<file path="src/rtl/evt_wait_unit.sv">
module evt_wait_unit (
  input  logic        clk,
  input  logic        rst_n,
  input  logic        dec_valid,
  input  logic        isa_mode,
  input  logic [31:0] insn,
  input  logic [3:0]  flags,
  input  logic [1:0]  cur_el,
  input  logic        monitor_mode,
  input  logic        host_mode,
  input  logic        el2_enabled,
  input  logic        el3_present,
  input  logic        el3_undef_prio,
  input  logic        trap_en_el1,
  input  logic        trap_en_el2,
  input  logic        trap_en_el3,
  input  logic        sev_in,
  input  logic        irq_pending,
  output logic        is_wfe,
  output logic        trap_pulse,
  output logic [1:0]  trap_level,
  output logic        undef_pulse,
  output logic        lp_req,
  output logic        event_reg
);

  logic [15:0] hw_hi, hw_lo;
  logic [3:0]  cond;
  logic        fix_hit, c16_hit, c32_hit, wide_hw;
  logic        cond_ok, fire;
  logic        undef_c, t1, t2, t3, wake;
  logic        fn, fz, fc, fv;

  assign hw_hi = insn[31:16];
  assign hw_lo = insn[15:0];
  assign cond  = insn[31:28];
  assign {fn, fz, fc, fv} = flags;

  assign fix_hit = (cond != 4'hF) && (insn[27:16] == 12'h320) && (insn[7:0] == 8'h02);
  assign wide_hw = (hw_hi[15:13] == 3'b111) && (hw_hi[12:11] != 2'b00);
  assign c16_hit = !wide_hw && (hw_hi == 16'hBF20);
  assign c32_hit = wide_hw && (hw_hi[15:4] == 12'hF3A) && ((hw_lo & ~16'h2800) == 16'h8002);
  assign is_wfe  = isa_mode ? (c16_hit || c32_hit) : fix_hit;

  always_comb begin
    case (cond[3:1])
      3'd0: cond_ok = fz;
      3'd1: cond_ok = fc;
      3'd2: cond_ok = fn;
      3'd3: cond_ok = fv;
      3'd4: cond_ok = fc && !fz;
      3'd5: cond_ok = (fn == fv);
      3'd6: cond_ok = !fz && (fn == fv);
      default: cond_ok = 1'b1;
    endcase
    if (cond[0] && cond[3:1] != 3'd7) cond_ok = !cond_ok;
    if (isa_mode) cond_ok = 1'b1;
  end

  assign fire    = dec_valid && is_wfe && cond_ok && !lp_req;
  assign undef_c = el3_present && el3_undef_prio && trap_en_el3;
  assign t1      = (cur_el == 2'd0) && trap_en_el1;
  assign t2      = (cur_el <= 2'd1) && el2_enabled && !host_mode && trap_en_el2;
  assign t3      = el3_present && !monitor_mode && trap_en_el3;
  assign wake    = sev_in || irq_pending || event_reg;

  always_ff @(posedge clk or negedge rst_n) begin
    if (!rst_n) begin
      trap_pulse  <= 1'b0;
      trap_level  <= 2'd0;
      undef_pulse <= 1'b0;
      lp_req      <= 1'b0;
      event_reg   <= 1'b0;
    end else begin
      trap_pulse  <= 1'b0;
      trap_level  <= 2'd0;
      undef_pulse <= 1'b0;
      if (lp_req) begin
        if (wake) begin
          lp_req    <= 1'b0;
          event_reg <= 1'b0;
        end
      end else if (fire) begin
        event_reg <= sev_in;
        if (!event_reg) begin
          if (undef_c) undef_pulse <= 1'b1;
          else if (t1) begin trap_pulse <= 1'b1; trap_level <= 2'd1; end
          else if (t2) begin trap_pulse <= 1'b1; trap_level <= 2'd2; end
          else if (t3) begin trap_pulse <= 1'b1; trap_level <= 2'd3; end
          else lp_req <= 1'b1;
        end
      end else begin
        event_reg <= event_reg || sev_in;
      end
    end
  end


  wake_drop_chk: assert property (@(posedge clk) disable iff (!rst_n)
    lp_req && (sev_in || irq_pending) |=> !lp_req && !event_reg);


  sev_set_chk: assert property (@(posedge clk) disable iff (!rst_n)
    !lp_req && sev_in |=> event_reg);


  trap_evt_chk: assert property (@(posedge clk) disable iff (!rst_n)
    trap_pulse && !$past(sev_in) |-> !event_reg);


  trap_level_chk: assert property (@(posedge clk) disable iff (!rst_n)
    trap_pulse |-> trap_level != 2'd0);


  undef_excl_chk: assert property (@(posedge clk) disable iff (!rst_n)
    $onehot0({trap_pulse, undef_pulse, lp_req && !$past(lp_req)}));


  evt_shortcut_chk: assert property (@(posedge clk) disable iff (!rst_n)
    fire && event_reg |=> !trap_pulse && !undef_pulse && !lp_req);

endmodule

</file>
<file path="config.mk">
export PLATFORM = sky130hd
export DESIGN_NAME = evt_wait_unit
export DESIGN_NICKNAME = d
export VERILOG_FILES = /design/src/rtl/evt_wait_unit.sv
export SDC_FILE = /design/constraint.sdc
export NUM_CORES = 1
export LEC_CHECK = 0
export BUFFER_PORTS_ARGS = -buffer_cell sky130_fd_sc_hd__buf_2
export CORE_MARGIN = 2
export CORE_UTILIZATION = 33
export CTS_CLUSTER_SIZE = 30
export DETAILED_ROUTE_END_ITERATION = 8
export PLACE_DENSITY = 0.78
export SLEW_MARGIN = 30
export SYNTH_ARGS = -nofsm -noshare
export SYNTH_HDL_FRONTEND = slang
export SYNTH_SLANG_ARGS = --single-unit
</file>
<file path="constraint.sdc">
create_clock -name clk -period 1.4 [get_ports clk]
set_input_delay 0 -clock clk [delete_from_list [all_inputs] [get_ports clk]]
set_output_delay 0 -clock clk [all_outputs]
set_load 0.05 [all_outputs]
</file>
* Word level (Yosys, flattened, before mapping) *
Cells that the tools add are included.

operators by class
  $lt $le $gt $ge = 1
  eq/ne operators = 16
  mux-type cells = 33
  reductions and logical operators = 33

operator list
  operator                number
  $mux W1                 25
  $logic_and A1 B1 Y1     20
  $eq A16 B16 Y1 const B  1
  $eq A14 B14 Y1 const B  1
  $mux W2                 7
  $eq A12 B10 Y1 const B  1
  $eq A12 B12 Y1 const B  1
  $eq A3 B3 Y1 const B    4
  $eq A8 B2 Y1 const B    1
  $pmux W1 S7             1
  $eq A3 B2 Y1 const B    2
  $logic_not A1 Y1        6
  $logic_or A1 B1 Y1      4
  $ne A4 B4 Y1 const B    1
  $eq A3 B1 Y1 const B    1
  $logic_not A3 Y1        1
  $ne A3 B3 Y1 const B    1
  $le A2 B1 Y1 const B    1
  $logic_not A2 Y1        1
  $ne A2 B1 Y1 const B    1
  $reduce_bool A2 Y1      1
  $eq A1 B1 Y1            1

word-level totals
  register bits = 6
  word-level logic and storage cells = 88

* Longest topological paths before layout *
Gate-level depths: netlist of the first run.

  word-level depth = 11
  mapped depth = 6

* Worst setup path after synthesis of the first run *
Ideal clock, no wire load.

  path type = input-to-reg
  from = input port insn[16]
  to = register event_reg
  setup time = 0.119 ns
  arrival = 1.552 ns
  setup slack = -0.271 ns
  cell stages on the path = 6
  buffers on the path = 0
  cells stage by stage = or4_4 nor4_2 a31oi_1 o22ai_4 a31oi_1 o21ba_1

on the way
  word-level cells in the longest chain between the ends = 9
  elaborated cells between the ends (all ways) = 12

ends and longest elaborated chain
  element                                                    RTL line  source
  from (decl)                                                6         input logic [31:0] insn,
  $eq A16 B16 Y1 or $eq A12 B10 Y1 (tied branches)           41, 39
  $logic_and A1 B1 Y1, on equally long branches              41, 39
  $logic_or A1 B1 Y1 or $logic_and A1 B1 Y1 (tied branches)  43, 39
  $mux W1 *                                                  43        assign is_wfe = isa_mode ? (c16_hit || c32_hit) : fix_hit;
  named net is_wfe                                           19        output logic is_wfe,
  $logic_and A1 B1 Y1 * (3 in series)                        60        assign fire = dec_valid && is_wfe && cond_ok && !lp_req;
  $mux W1 *                                                  83        end else if (fire) begin
  $mux W1 *                                                  78        if (lp_req) begin
  to (signal assigned)                                       84        event_reg <= sev_in;
  to (signal assigned)                                       93        event_reg <= event_reg || sev_in;
  to (decl)                                                  24        output logic event_reg

Mark *: on every way through the listed nets, which the timed path passes. The rest lies on a longest branch.
A chain may end at the register's enable or synchronous reset.

* Final worst setup path of the first run *
  from = input port insn[16]
  to = output port is_wfe

on the way
  word-level cells in the longest chain between the ends = 4
  elaborated cells between the ends (all ways) = 7

ends and longest elaborated chain
  element                                                    RTL line
  $eq A16 B16 Y1 or $eq A12 B10 Y1 (tied branches)           41, 39
  $logic_and A1 B1 Y1, on equally long branches              41, 39
  $logic_or A1 B1 Y1 or $logic_and A1 B1 Y1 (tied branches)  43, 39
  $mux W1 *                                                  43
  to (decl)                                                  19

Mark *: on every way between the ends. The rest lies on a longest branch, timed or not.

==> flow_metrics.tcl, run 1 <==
set metrics [dict create \
    cts_setup_buffers 0 \
    cp-end-kind "output port" \
    vias_per_cell 5.22 \
    cp_max_fo 4 \
    fp-row-count 14 \
    maxSlewHeadroom 0.711 \
    outcome "complete, no violations" \
    synth_top_cell_area_share 0.280 \
    tns_ns 0 \
    ys_warn_count 0 \
    dr.pass1.iters 4 \
    largest_reg_flops 2 \
    area_delta_synth_final_pct 69.9 \
    finalHoldViolCount 0 \
    synthTopCellsByArea "dfrtp_1 28%, nor2_1 7.0%, a31oi_1 4.7%" \
    drv_slew 0 \
    reg2reg_from "event_reg$_DFFE_PN0P_" \
    stdcell_area_um2 912 \
    antenna_found_initial 0 \
    period_share 0.945 \
    vias 720 \
    power.density_mw_per_mm2 523 \
    cap_violations 0 \
    gp_congestion 0.717 \
    worstSkewPairLatency_ns 0.24 \
    grt_use_met2 0.309 \
    worst_pin_slew_ns 0.432 \
    drtIter0Drc 7 \
    dp_cells 134 \
    syn_area_per_cell_um2 9.25 \
    path_class "input port to output port" \
    cts_tree "built" \
    grt_pass1_vias 608 \
    arrival_ns 1.32 \
    r2r-end "trap_level[1]$_DFF_PN0_" \
    required_ns 1.40 \
    core_area_mm2 0.00152 \
    nFillCells 145 \
    synth.largest_area_cell "dfrtp_1" \
    synth-seq-area-share 0.280 \
    hp-start "sev_in" \
    grt_max_degree 7 \
    post_drt_wl_per_cell_um 10.7 \
    syn_inst 58 \
    ios 59 \
    ir_drop_v 0.000275 \
    cts_buffers 3 \
    fp.dieH_um 44.3 \
    clock_path_buffers 2 \
    final_cells 138 \
    synthDistinctLibCells 30 \
    cts.clk_slew.worst_paths_ns 0.04 \
    syn_nets 110 \
    fin_crit_ns 1.32 \
    ys_seq_elements 6 \
    n_antenna_cell 0 \
    htree_num_levels 1 \
    setup-violations-final 0 \
    nets 176 \
    top_register "trap_level" \
    holdPathEnd "event_reg$_DFFE_PN0P_" \
    start_kind "input port" \
    rsz0062_at_grt "yes" \
    reg2reg_slack_ns 0.17 \
    skew_ns 0.000959 \
    overflow 0 \
    power_uw 477 \
    fmax_ghz 0.756 \
    grt_usage 0.154 \
    cts.sinks 6 \
    ff2ff_path_depth 3 \
    dp_hpwl_um 1360 \
    die_width_um 44.3 \
    grt_pass1_wl_um 2290 \
    die_area_mm2 0.00197 \
    hold_path_class "input port to flop" \
    grt_use_met1 0.158 \
    whs_path_depth 2 \
    ant_nets 0 \
    cts-root-buf "clkbuf_4" \
    drc 0 \
    netlist_area_um2 537 \
    layout-drive-gt1-share 0.598 \
    initial_core_util 0.352 \
    use_met3 0.0204 \
    drt_wl_total_um 1480 \
    placed_cell_area_um2 867 \
    power.leakage_uw 0.000448 \
    io_buffers 56 \
    holdWs_ns 0.0180 \
    busiest_layer "met2" \
]
==> cell type report <==
class,instances,area [um2],share of cell area
clock buffers,3,22.5,0.0247
well taps,16,20.0,0.0219
flip-flops and latches,6,150,0.165
inverters,1,3.75,0.00412
repair buffers,61,327,0.358
multi-input cells,51,389,0.427
==> Yosys cell counts (all sizes together) <==
| cell | number |
|---|---|
| and4 | 1 |
| a21oi | 1 |
| or4 | 1 |
| nand4 | 3 |
| nor4 | 3 |
| a31oi | 4 |
| nand2 | 5 |
| xnor2 | 1 |
| nand3 | 3 |
| mux2 | 1 |
| o21ai | 3 |
| nand4bb | 1 |
| nor2b | 1 |
| dfrtp | 6 |
| nor3b | 4 |
| or3 | 1 |
| o21ba | 1 |
| inv | 1 |
| nor4b | 1 |
| or2b | 1 |
| nand4b | 1 |
| nor2 | 10 |
| or4b | 1 |
| mux4 | 1 |
| and4b | 1 |
| o22ai | 1 |
==> worst max-delay path, stage by stage <==
cell	delay [ns]
buf_2	0.10
or4_4	0.53
nor4_2	0.21
a31oi_1	0.10
o22ai_4	0.19
buf_6	0.20
==> layout by cell type, fill, tap and decap left out, drive strengths merged, types with 3 or more instances in the layout <==
cell / count
a31oi: 4
nor2: 10
nand2: 5
buf: 60
clkbuf: 3
nor3b: 4
nand4: 3
nor4: 3
o21ai: 3
dfrtp: 6
nand3: 3
==> worst max path at each step <==
| stage | endpoint | cells after the start | start |
|---|---|---|---|
| floorplan | event_reg$_DFFE_PN0P_ | 6 | insn[16] |
| global placement | event_reg$_DFFE_PN0P_ | 6 | insn[30] |
| detailed placement | event_reg$_DFFE_PN0P_ | 6 | insn[30] |
| CTS | is_wfe | 6 | insn[16] |
| global route | event_reg$_DFFE_PN0P_ | 6 | insn[30] |
| finish | is_wfe | 6 | insn[16] |
==> per-stage QoR <==
step,setup slack (ns),util
4_1_cts,0.0208,0.592
3_3_place_gp,-0.134,0.569
6_report,0.0772,0.599
2_1_floorplan,-0.241,-
5_1_grt,-0.00846,0.599
3_5_place_dp,-0.165,0.569
==> what timing repair did <==
| item | CTS | global route |
|---|---|---|
| hold buffers | 1 | 0 |
| endpoints found under the setup margin | 1 | 2 |
| gates resized for setup | 1 | 2 |
| endpoints found under the hold margin | 6 | 0 |
==> report_power, final <==
| part | leakage, uW | total [uW] | switching, uW | internal [uW] |
|---|---|---|---|---|
| sequential | 0.0000786 | 174 | 0.000203 | 174 |
| combinational | 0.000355 | 147 | 59.0 | 87.5 |
| clock | 0.0000138 | 156 | 59.3 | 96.7 |
==> metal layers <==
metal	vias to the layer above	part of all wire
li1	359	-
met2	45	0.52
met4	0	0.0095
met3	2	0.11
met1	314	0.35
met5	-	0
==> logic make-up (layout without fill, tap and decap cells) <==
logic type / count (synthesis) / count (layout) / synth area share
flip-flops: 6 / 6 / 0.280
AO/OA/AOI/OAI: 10 / 10 / 0.140
XOR/XNOR: 1 / 1 / 0.0163
AND/OR/NAND/NOR: 38 / 38 / 0.487
multiplexers: 2 / 2 / 0.0699
buffers and inverters: 1 / 65 / 0.00699
(Power assumes the default switching activity.)
==> inputs of run 2 (changes only) <==
--- a/config.mk
+++ b/config.mk
@@ -7,10 +7,11 @@
 export LEC_CHECK = 0
 export BUFFER_PORTS_ARGS = -buffer_cell sky130_fd_sc_hd__buf_2
 export CORE_MARGIN = 2
-export CORE_UTILIZATION = 33
+export CORE_UTILIZATION = 35
+export CTS_BUF_LIST = sky130_fd_sc_hd__clkbuf_4
 export CTS_CLUSTER_SIZE = 30
 export DETAILED_ROUTE_END_ITERATION = 8
-export PLACE_DENSITY = 0.78
+export PLACE_DENSITY = 0.82
 export SLEW_MARGIN = 30
 export SYNTH_ARGS = -nofsm -noshare
 export SYNTH_HDL_FRONTEND = slang
==> run 2 against run 1 <==
Net effect: via count is 2.4% lower; critical endpoint unchanged; first-iteration DRC count decreased by 71%; global-route usage grew 2.3 points; sequential cell count stayed put; non-clock buffer count stayed put; clock power about the same; cell count unchanged.
==> flow_metrics.tcl, run 2 (synthesized netlist as in run 1, its figures left out) <==
set metrics [dict create \
    overflow 0 \
    maxSlewHeadroom 0.694 \
    hold_path_class "input port to flop" \
    fmax_ghz 0.751 \
    area_delta_synth_final_pct 69.9 \
    dr.pass1.iters 3 \
    cp_max_fo 4 \
    cts_tree "built" \
    worst_pin_slew_ns 0.458 \
    arrival_ns 1.33 \
    largest_reg_flops 2 \
    stdcell_area_um2 912 \
    gp_congestion 0.725 \
    cts_buffers 3 \
    layout-drive-gt1-share 0.598 \
    die_width_um 43.2 \
    htree_num_levels 1 \
    n_antenna_cell 0 \
    final_cells 138 \
    fin_crit_ns 1.33 \
    drv_slew 0 \
    vias 703 \
    core_area_mm2 0.00147 \
    cts.sinks 6 \
    required_ns 1.40 \
    drtIter0Drc 2 \
    antenna_found_initial 0 \
    outcome "complete, no violations" \
    grt_pass1_wl_um 2470 \
    dp_cells 134 \
    internal-power_uw 359 \
    path_class "input port to output port" \
    power_uw 480 \
    rsz0062_at_grt "yes" \
    start_kind "input port" \
    final_cell_mix "55 x buf_2, 10 x nor2_1, 6 x dfrtp_1, 5 x nand2_1, 4 x buf_4" \
    cp-end-kind "output port" \
    sw_frac_of_total 0.252 \
    cap_violations 0 \
    cts-root-buf "clkbuf_4" \
    top_register "trap_level" \
    finalHoldViolCount 0 \
    grt_max_degree 7 \
    drt_wl_total_um 1580 \
    layout_commonest_cell "buf_2" \
    power.density_mw_per_mm2 526 \
    io_buffers 56 \
    p_seq_frac 0.363 \
    grt_usage 0.177 \
    nets 176 \
    tns_ns 0 \
    initial_core_util 0.365 \
    drc 0 \
    cts.clk_slew.worst_paths_ns 0.05 \
    placed_cell_area_um2 867 \
    fp-row-count 14 \
    ant_nets 0 \
    combPwrFrac 0.309 \
    skew_ns 0.00698 \
    setup-violations-final 0 \
    period_share 0.951 \
    ir_drop_v 0.000289 \
    worstSkewPairLatency_ns 0.25 \
    power.leakage_uw 0.000448 \
    vias_per_cell 5.09 \
    p_clk_frac 0.328 \
    ios 59 \
    fp.dieH_um 43.2 \
    p_sw_uw 121 \
    post_drt_wl_per_cell_um 11.5 \
    die_area_mm2 0.00186 \
    clock_path_buffers 2 \
    grt_pass1_vias 667 \
]
[run 2: cell counts in the layout (fill, tap and decap cells not counted)]
No cell type changed its count.
[run 2: critical path, stage by stage]
cell	delay [ns]
buf_2	0.09
or4_4	0.53
nor4_2	0.21
a31oi_1	0.10
o22ai_4	0.19
buf_6	0.20
[run 2: final cells by class]
type | instances | area [um2]
clock buffers | 3 | 22.5
flip-flops and latches | 6 | 150
fillers | 142 | 559
well taps | 16 | 20.0
multi-input cells | 51 | 389
inverters | 1 | 3.75
repair buffers | 61 | 327
[run 2: what timing repair did]
action	4_1_cts	5_1_grt
gates cloned	0	0
endpoints found under the hold margin	6	0
pin swaps	0	1
setup buffers	0	0
hold buffers	1	0
endpoints found under the setup margin	1	2
resized for setup	1	2
[run 2: worst paths after layout]
path                                        from                 endpoint  slack, ns  cells past startpoint
min in group asynchronous                  rst_n    undef_pulse$_DFF_PN0_       0.10                      2
max in group asynchronous                  rst_n  trap_level[0]$_DFF_PN0_       1.15                      2
hold / removal                            sev_in    event_reg$_DFFE_PN0P_      0.009                      2
setup reg to reg                lp_req$_DFF_PN0_  trap_level[1]$_DFF_PN0_       0.15                      3
hold reg to reg            event_reg$_DFFE_PN0P_         lp_req$_DFF_PN0_       0.60                      3
setup / recovery                        insn[16]                   is_wfe       0.07                      6
[run 2: power groups by stage]
stage,Clock (uW),Combinational (uW),Sequential (uW)
after floorplan,0,47.5,177
after global placement,0,137,177
after global routing,169,165,174
final,157,148,174
after detailed placement,0,143,177
after CTS,160,146,174
[run 2: per-stage QoR]
step	utilization	setup slack [ns]	hold slack, ns
after floorplan	-	-0.241	-0.296
after global placement	0.589	-0.132	-0.177
after detailed placement	0.589	-0.196	-0.172
after CTS	0.613	0.0274	0.0148
after global routing	0.620	-0.0174	0.0277
final	0.620	0.0681	0.00933
[run 2: per-layer routing]
layer,vias to the layer above,share of wire,track usage
met5,-,0,0
met4,0,0.0088,0.0848
met3,2,0.092,0.0468
met2,38,0.55,0.352
met1,308,0.35,0.156
li1,355,-,-
